## config.mk

```make
export PLATFORM = sky130hd
export DESIGN_NAME = tse_status
export DESIGN_NICKNAME = d
export VERILOG_FILES = /design/src/rtl/tse_pkg.sv /design/src/rtl/tse_event_merge.sv /design/src/rtl/tse_publish.sv /design/src/rtl/tse_status.sv
export SDC_FILE = /design/constraint.sdc
export NUM_CORES = 1
export LEC_CHECK = 0
export ABC_AREA = 1
export CAP_MARGIN = 15
export CELL_PAD_IN_SITES_DETAIL_PLACEMENT = 0
export CELL_PAD_IN_SITES_GLOBAL_PLACEMENT = 1
export CORE_UTILIZATION = 35
export DETAILED_ROUTE_END_ITERATION = 7
export PLACE_DENSITY_LB_ADDON = 0.1
export SLEW_MARGIN = 20
export SYNTH_ARGS = -nofsm -noshare
export SYNTH_HDL_FRONTEND = slang
export SYNTH_SLANG_ARGS = --single-unit
```

## constraint.sdc

```tcl
create_clock -name clk -period 3.1 [get_ports clk]
set_clock_uncertainty 0.1 [all_clocks]
set_input_delay 0.62 -clock clk [delete_from_list [all_inputs] [get_ports clk]]
set_output_delay 0.62 -clock clk [all_outputs]
set_load 0.1 [all_outputs]
```

## src/rtl/tse_pkg.sv

```systemverilog
package tse_pkg;

  typedef enum logic [1:0] {
    KIND_DONE     = 2'd0,
    KIND_SEAL     = 2'd1,
    KIND_UNDERRUN = 2'd2,
    KIND_BADWAKE  = 2'd3
  } ev_kind_e;

  localparam int KIND_W = 2;

endpackage

```

## src/rtl/tse_event_merge.sv

```systemverilog
module tse_event_merge #(
  parameter int NUM_CH = 4,
  parameter int STRIDE = 3,
  parameter int PORTS  = 2,
  parameter int CHW    = 2,
  parameter int W      = 16
) (
  input  logic [PORTS-1:0]     ev_valid,
  input  logic [PORTS*CHW-1:0] ev_chan,
  input  logic [PORTS*2-1:0]   ev_kind,
  output logic [W-1:0]         flip_mask,
  output logic [W-1:0]         set_mask
);
  import tse_pkg::*;

  localparam int TOG_W = NUM_CH * STRIDE;
  localparam logic [W-1:0] ONE = {{(W-1){1'b0}}, 1'b1};

  logic [W-1:0] port_flip [PORTS];
  logic [W-1:0] port_set  [PORTS];

  for (genvar p = 0; p < PORTS; p++) begin : g_port
    logic [CHW-1:0] ch;
    ev_kind_e       kind;
    logic           is_wake;
    assign ch      = ev_chan[p*CHW +: CHW];
    assign kind    = ev_kind_e'(ev_kind[p*KIND_W +: KIND_W]);
    assign is_wake = (kind == KIND_BADWAKE);
    assign port_flip[p] = (ev_valid[p] && !is_wake)
                          ? (ONE << (STRIDE * int'(ch) + int'(kind))) : '0;
    assign port_set[p]  = (ev_valid[p] && is_wake)
                          ? (ONE << (TOG_W + int'(ch))) : '0;
  end

  always_comb begin
    flip_mask = '0;
    set_mask  = '0;
    for (int p = 0; p < PORTS; p++) begin
      flip_mask = flip_mask ^ port_flip[p];
      set_mask  = set_mask  | port_set[p];
    end
  end

endmodule

```

## src/rtl/tse_publish.sv

```systemverilog
module tse_publish #(
  parameter int W = 16
) (
  input  logic         clk,
  input  logic         rst,
  input  logic         publish_i,
  input  logic [W-1:0] live_i,
  input  logic         wr_en,
  input  logic [W-1:0] wr_data,
  input  logic         mask_en,
  input  logic [W-1:0] mask_data,
  output logic [W-1:0] pub_o,
  output logic         irq_o
);

  logic [W-1:0] pub_q;
  logic [W-1:0] mask_q;
  logic         irq_q;
  logic [W-1:0] diff;

  assign diff = live_i ^ pub_q;

  always_ff @(posedge clk) begin
    if (rst) begin
      pub_q  <= '0;
      mask_q <= '0;
      irq_q  <= 1'b0;
    end else begin
      irq_q <= 1'b0;
      if (publish_i) begin
        if (diff != '0) pub_q <= live_i;
        irq_q <= |(diff & mask_q);
      end else if (wr_en) begin
        pub_q <= wr_data;
      end
      if (mask_en) mask_q <= mask_data;
    end
  end

  assign pub_o = pub_q;
  assign irq_o = irq_q;

  assert_pub_capture_R6: assert property (@(posedge clk) disable iff (rst)
    (publish_i && (live_i != pub_q)) |=> (pub_q == $past(live_i)));

  assert_irq_after_publish_R7: assert property (@(posedge clk) disable iff (rst)
    irq_q |-> $past(publish_i));

  assert_irq_needs_change_R8: assert property (@(posedge clk) disable iff (rst)
    irq_q |-> (pub_q != $past(pub_q)));

endmodule

```

## src/rtl/tse_status.sv

```systemverilog
module tse_status #(
  parameter int NUM_CH = 4,
  parameter int STRIDE = 3,
  parameter int PORTS  = 2,
  localparam int CHW   = (NUM_CH > 1) ? $clog2(NUM_CH) : 1,
  localparam int TOG_W = NUM_CH * STRIDE,
  localparam int W     = TOG_W + NUM_CH
) (
  input  logic                 clk,
  input  logic                 rst,
  input  logic [PORTS-1:0]     ev_valid,
  input  logic [PORTS*CHW-1:0] ev_chan,
  input  logic [PORTS*2-1:0]   ev_kind,
  input  logic                 publish,
  input  logic                 pub_wr_en,
  input  logic [W-1:0]         pub_wr_data,
  input  logic                 mask_wr_en,
  input  logic [W-1:0]         mask_wr_data,
  output logic [W-1:0]         status_o,
  output logic [W-1:0]         published_o,
  output logic                 irq_o
);

  localparam logic [W-1:0] WAKE_FIELD = {{NUM_CH{1'b1}}, {TOG_W{1'b0}}};

  logic [W-1:0] flip_mask;
  logic [W-1:0] set_mask;
  logic [W-1:0] status_q;

  tse_event_merge #(
    .NUM_CH(NUM_CH), .STRIDE(STRIDE), .PORTS(PORTS), .CHW(CHW), .W(W)
  ) u_merge (
    .ev_valid  (ev_valid),
    .ev_chan   (ev_chan),
    .ev_kind   (ev_kind),
    .flip_mask (flip_mask),
    .set_mask  (set_mask)
  );

  always_ff @(posedge clk) begin
    if (rst) status_q <= '0;
    else     status_q <= (status_q ^ flip_mask) | set_mask;
  end

  assign status_o = status_q;

  tse_publish #(.W(W)) u_pub (
    .clk       (clk),
    .rst       (rst),
    .publish_i (publish),
    .live_i    (status_q),
    .wr_en     (pub_wr_en),
    .wr_data   (pub_wr_data),
    .mask_en   (mask_wr_en),
    .mask_data (mask_wr_data),
    .pub_o     (published_o),
    .irq_o     (irq_o)
  );

  assert_quiet_ports_R5: assert property (@(posedge clk) disable iff (rst)
    (ev_valid == '0) |=> $stable(status_q));

  assert_wake_sticky_R3: assert property (@(posedge clk) disable iff (rst)
    1'b1 |=> ((status_q & $past(status_q) & WAKE_FIELD)
              == ($past(status_q) & WAKE_FIELD)));

endmodule

```

==> flow_summary_export.csv, run 1 <==
group,metric,value,unit
run_status,status,"finished, final reports clean",
logic_synthesis,post_synth.cell_area_avg,6.08,µm²
logic_synthesis,yosysTopAreaCell,"dfxtp_1",
logic_synthesis,synth_edf_count,0,
clock_tree,cts.sinks,49,
route,drtIter0Drc,152,
timing,grt_setup_unrepaired,"false",
clock_tree,cts.clk_slew.worst_paths,90,ps
min_path,hp-start,"u_pub.mask_q[2]",
route,drt_pass1_iterations,4,
cells_and_area,diodes,0,
placement,dp_hpwl,8.13,mm
floorplanning,die_area,10500,µm²
pwr,total_power,1.97,mW
clock_tree,htreeDepth,2,
clock_tree,clock_insertion_delay_worst_skew,300,ps
logic_synthesis,syn-num-nets,643,
cells_and_area,postLayoutCellArea,4600,µm²
setup_path,cp_max_fo,4,
setup_path,required,3200,ps
route,wl,10.3,mm
global_route,grt_pass1_vias,3442,
placement,dpl-instance-area,4490,µm²
floorplanning,rows,36,
floorplanning,io_pins,80,
floorplanning,core,9770,µm²
timing,finalWorstSetupSlack,177,ps
floorplanning,die_width,103,µm
timing,hold_slack,364,ps
cells_and_area,nNetsFinal,735,
timing,final-hold-violation-count,0,
timing,tightestPinTransition,715,ps
timing,timing.final.crit_share,0.943,
cells_and_area,syn2layout_area_growth,30.1,%
cells_and_area,drive_gt1_frac,0.144,
route,drc,0,
cells_and_area,instances_no_fill,807,
placement,preCtsSetupSlack,-115,ps
min_path,hold_path_class,"flip-flop to flip-flop",
pwr,max-vdd-ir-drop,0.208,mV
logic_synthesis,synth_flop_cell,"dfxtp_1",
timing,tns,0,ps
placement,dp_cells,800,
clock_tree,cts_buffer_depth,2,
placement,io_buffer_count,79,
global_route,grt_max_degree,33,
global_route,antenna_found_initial,0,
global_route,grtUsageTotal,0.208,
logic_synthesis,synth_cells,582,
logic_synthesis,synth_common_cells,"nand2_1 (171), nor2_1 (94), inv_1 (65)",
floorplanning,die_height,103,µm
timing,fmax,342,MHz
logic_synthesis,synth_top_area_frac,0.277,
setup_path,startpoint_type,"input port",
timing,fin_crit,2920,ps
placement,gp_congestion,0.884,
cells_and_area,post-route-util,0.471,
timing,setup_viol,0,
logic_synthesis,synthTopCellsByArea,"dfxtp_1 (28%), nand2_1 (18%), nor2_1 (10%)",
global_route,grt_overflow_total,0,
clock_tree,clockRootBuffer,"clkbuf_8",
route,post_drt_wl_per_cell,12.7,µm
timing,relSlewSlack,0.523,
logic_synthesis,synthDistinctLibCells,28,
floorplanning,initial_core_util,0.362,
pwr,p_leak,2.28,nW
setup_path,critPathLaunch,"ev_chan[3]",
route,vias,3808,
timing,timing.final.max_slew_violations,0,
route,drtAntennaViolNets,0,
clock_tree,cts_tree,"built",
clock_tree,post_cts_buffers,0,
logic_synthesis,synth.cell_area,3540,µm²
logic_synthesis,yosysMostFrequentCell,"nand2_1",
pwr,p_per_area,428,nW/µm²
clock_tree,cts_buffers,5,
logic_synthesis,async_flop_share,0,
global_route,grt_first_pass_wirelength,16.8,mm
logic_synthesis,yosys_warnings,0,
setup_path,crit_type,"input port to flip-flop",
job,max_cap_violations,0,
route,viasPerCell,4.72,
setup_path,r2r_start,"status_o[10]",
logic_synthesis,ys_seq_area_frac,0.277,
setup_path,worstPathArrival,3030,ps
setup_path,end_kind,"flip-flop",
logic_synthesis,ys_ff_latch,49,
==> state kept, by name (all words and copies together) (netlist names) <==
signal and cells:
u_pub.pub_o 16, u_pub.mask_q 16, status_o 16, u_pub.irq_o 1
==> critical path, cell delays in order <==
cell and delay, ps:
clkdlybuf4s50_1 480, inv_1 60, ha_1 310, inv_1 60
fa_1 580, inv_1 60, nor2_1 120, nand3_1 80
nor2_1 140, nand2_1 80, or2_1 230, a21oi_1 140
nor2_1 60
==> power by group <==
group          switching [mW]  internal (mW)  total (mW)  leakage, nW
clock network           0.215          0.235       0.450       0.0540
logic                   0.534          0.260       0.794         1.83
registers              0.0478          0.677       0.725        0.404
==> path summary, 6_finish.rpt <==
path / slack (ps) / endpoint / cells past startpoint
hold reg to reg: 360 / u_pub.mask_q[2] / 2
setup reg to reg: 950 / u_pub.pub_o[11] / 9
setup / recovery: 180 / status_o[4] / 13
hold / removal: 360 / u_pub.mask_q[2] / 2
==> cell families (layout without fill, tap and decap cells) <==
group                      Yosys count  after routing  share of synthesized area
DFF                                 49             49                      0.277
and+or+nand+nor                    356            356                      0.425
buffers and inverters               92            184                      0.111
muxes                               16             16                     0.0453
xor gates and xnor gates             5              5                     0.0124
adders and majority gates           14             14                     0.0538
AOI/OAI and AO/OA                   50             50                     0.0743
==> cell type report <==
type,instances,area [µm²]
fillers,1065,5170
multi-input cells,441,2170
flip-flops and latches,49,981
repair buffers,107,918
inverters,70,263
well taps,133,166
clock buffers,5,68.8
clock inverters,2,35.0
==> placed cells by master (no fill, tap or decap), drive strengths merged, types with 2 or more instances in the layout <==
cell type	instances
nand3	66
nand2	177
nor3	3
ha	12
a22oi	4
nor2	103
inv	70
o22ai	2
o21ai	17
fa	2
a21oi	27
buf	61
xnor2	4
mux2i	16
or2	3
nand4	3
clkdlybuf4s50	46
clkbuf	5
dfxtp	49
==> routing by layer <==
metal	GRT usage	share of wire	vias to the layer above
met4	0.0319	0.0050	0
met5	0	0	-
met3	0.0271	0.046	5
met2	0.344	0.47	84
li1	-	-	2005
met1	0.292	0.48	1714
==> repair_timing <==
action,in CTS,in global routing
hold buffers,0,0
endpoints found under the setup margin,0,2
resized for setup,0,3
(Power assumes the default switching activity.)
==> inputs of run 2 (changes only) <==
CORE_MARGIN = 8   (was not set)
==> flow_summary_export.csv, run 2 (synthesized netlist as in run 1, its figures left out) <==
group,metric,value,unit
clock_tree,cts_buffer_depth,2,
route,viasPerCell,4.72,
route,drc,0,
job,max_cap_violations,0,
placement,io_buffer_count,79,
clock_tree,cts.sinks,49,
floorplanning,die_height,117,µm
cells_and_area,postLayoutCellArea,4600,µm²
cells_and_area,layout_common_cells,"nand2_1 (171), nor2_1 (93), inv_1 (65)",
floorplanning,io_pins,80,
global_route,antenna_found_initial,0,
clock_tree,cts_buffers,5,
min_path,hold_path_class,"flip-flop to flip-flop",
timing,tightestPinTransition,697,ps
floorplanning,die_area,13600,µm²
cells_and_area,diodes,0,
floorplanning,initial_core_util,0.362,
timing,fmax,346,MHz
global_route,grt_max_degree,49,
setup_path,crit_type,"input port to flip-flop",
route,post_drt_wl_per_cell,13.3,µm
global_route,grtUsageTotal,0.165,
route,vias,3796,
run_status,status,"finished, final reports clean",
timing,fin_crit,2890,ps
route,drtAntennaViolNets,0,
clock_tree,clockRootBuffer,"clkbuf_8",
route,drtIter0Drc,192,
timing,timing.final.max_slew_violations,0,
global_route,grt_overflow_total,0,
route,drt_pass1_iterations,4,
pwr,switching_share,0.405,
route,wl,10.7,mm
pwr,max-vdd-ir-drop,0.229,mV
placement,dpl-instance-area,4470,µm²
cells_and_area,final_common_cell,"nand2_1",
floorplanning,die_width,117,µm
floorplanning,rows,36,
clock_tree,clock_insertion_delay_worst_skew,310,ps
floorplanning,core,9770,µm²
pwr,p_per_area,437,nW/µm²
cells_and_area,nNetsFinal,732,
pwr,p_sw,0.814,mW
global_route,grt_first_pass_wirelength,17.6,mm
timing,grt_setup_unrepaired,"false",
cells_and_area,drive_gt1_frac,0.138,
timing,relSlewSlack,0.535,
clock_tree,post_cts_buffers,0,
setup_path,cp_max_fo,4,
setup_path,required,3220,ps
pwr,clockPowerShare,0.246,
clock_tree,htreeDepth,2,
timing,timing.final.crit_share,0.932,
timing,setup_viol,0,
pwr,power_frac_comb,0.392,
setup_path,startpoint_type,"input port",
timing,final-hold-violation-count,0,
pwr,p_leak,2.27,nW
pwr,total_power,2.01,mW
cells_and_area,instances_no_fill,805,
timing,hold_slack,362,ps
placement,preCtsSetupSlack,-125,ps
placement,dp_cells,797,
placement,gp_congestion,0.853,
setup_path,end_kind,"flip-flop",
timing,finalWorstSetupSlack,209,ps
placement,dp_hpwl,8.53,mm
pwr,internal_power,1.20,mW
cells_and_area,syn2layout_area_growth,30.1,%
clock_tree,cts_tree,"built",
setup_path,worstPathArrival,3010,ps
global_route,grt_pass1_vias,3600,
pwr,seq_power_share,0.362,
clock_tree,cts.clk_slew.worst_paths,100,ps
==> run 2: final timing paths <==
kind                    from               to  slack [ps]  depth (start not counted)
max               ev_chan[3]     status_o[14]         210                         16
min          u_pub.mask_q[7]  u_pub.mask_q[7]         360                          2
max reg2reg     status_o[12]   u_pub.pub_o[9]         830                          9
min reg2reg  u_pub.mask_q[7]  u_pub.mask_q[7]         360                          2
==> run 2: critical path: stages <==
cell and delay (ps):
clkdlybuf4s50_1 480, inv_1 60, ha_1 310, inv_1 60, fa_1 510, nor2_1 200, nand3_1 100, nor2_1 120
buf_4 140, nand2_1 50, nand2_1 90, nand2_1 50, nand2_1 50, nand3_1 70, nand2_1 60, inv_1 40
==> run 2: power by group through the flow <==
stage	Combinational [mW]	Sequential [mW]	Clock, mW
2_1_floorplan	0.328	0.965	0
3_3_place_gp	0.781	0.742	0
3_5_place_dp	0.787	0.742	0
4_1_cts	0.790	0.728	0.511
5_1_grt	0.862	0.735	0.528
6_report	0.788	0.727	0.494
==> run 2: layer usage <==
metal  wire length (µm)  global-route usage  vias up  share of wire
met1               5070               0.218     1711           0.47
met4                 81              0.0346        0         0.0075
met5                  0                   0        -              0
li1                   -                   -     1999              -
met2               4980               0.271       79           0.46
met3                612              0.0326        7          0.057
==> run 2: final cells by class <==
| cell class | count | area [µm²] |
|---|---|---|
| clock buffers | 6 | 82.6 |
| clock inverters | 2 | 37.5 |
| fillers | 1037 | 5170 |
| inverters | 70 | 263 |
| multi-input cells | 441 | 2170 |
| flip-flops and latches | 49 | 981 |
| well taps | 133 | 166 |
| repair buffers | 104 | 896 |
==> run 2: per-stage QoR <==
step,util,setup TNS (ps)
2_1_floorplan,-,0
4_1_cts,0.469,0
3_3_place_gp,0.457,-228
5_1_grt,0.471,0
6_report,0.471,0
3_5_place_dp,0.457,-728
==> run 2: repair_timing <==
action | CTS | global route
resized for setup | 0 | 3
hold buffers | 0 | 0
endpoints found under the setup margin | 0 | 2
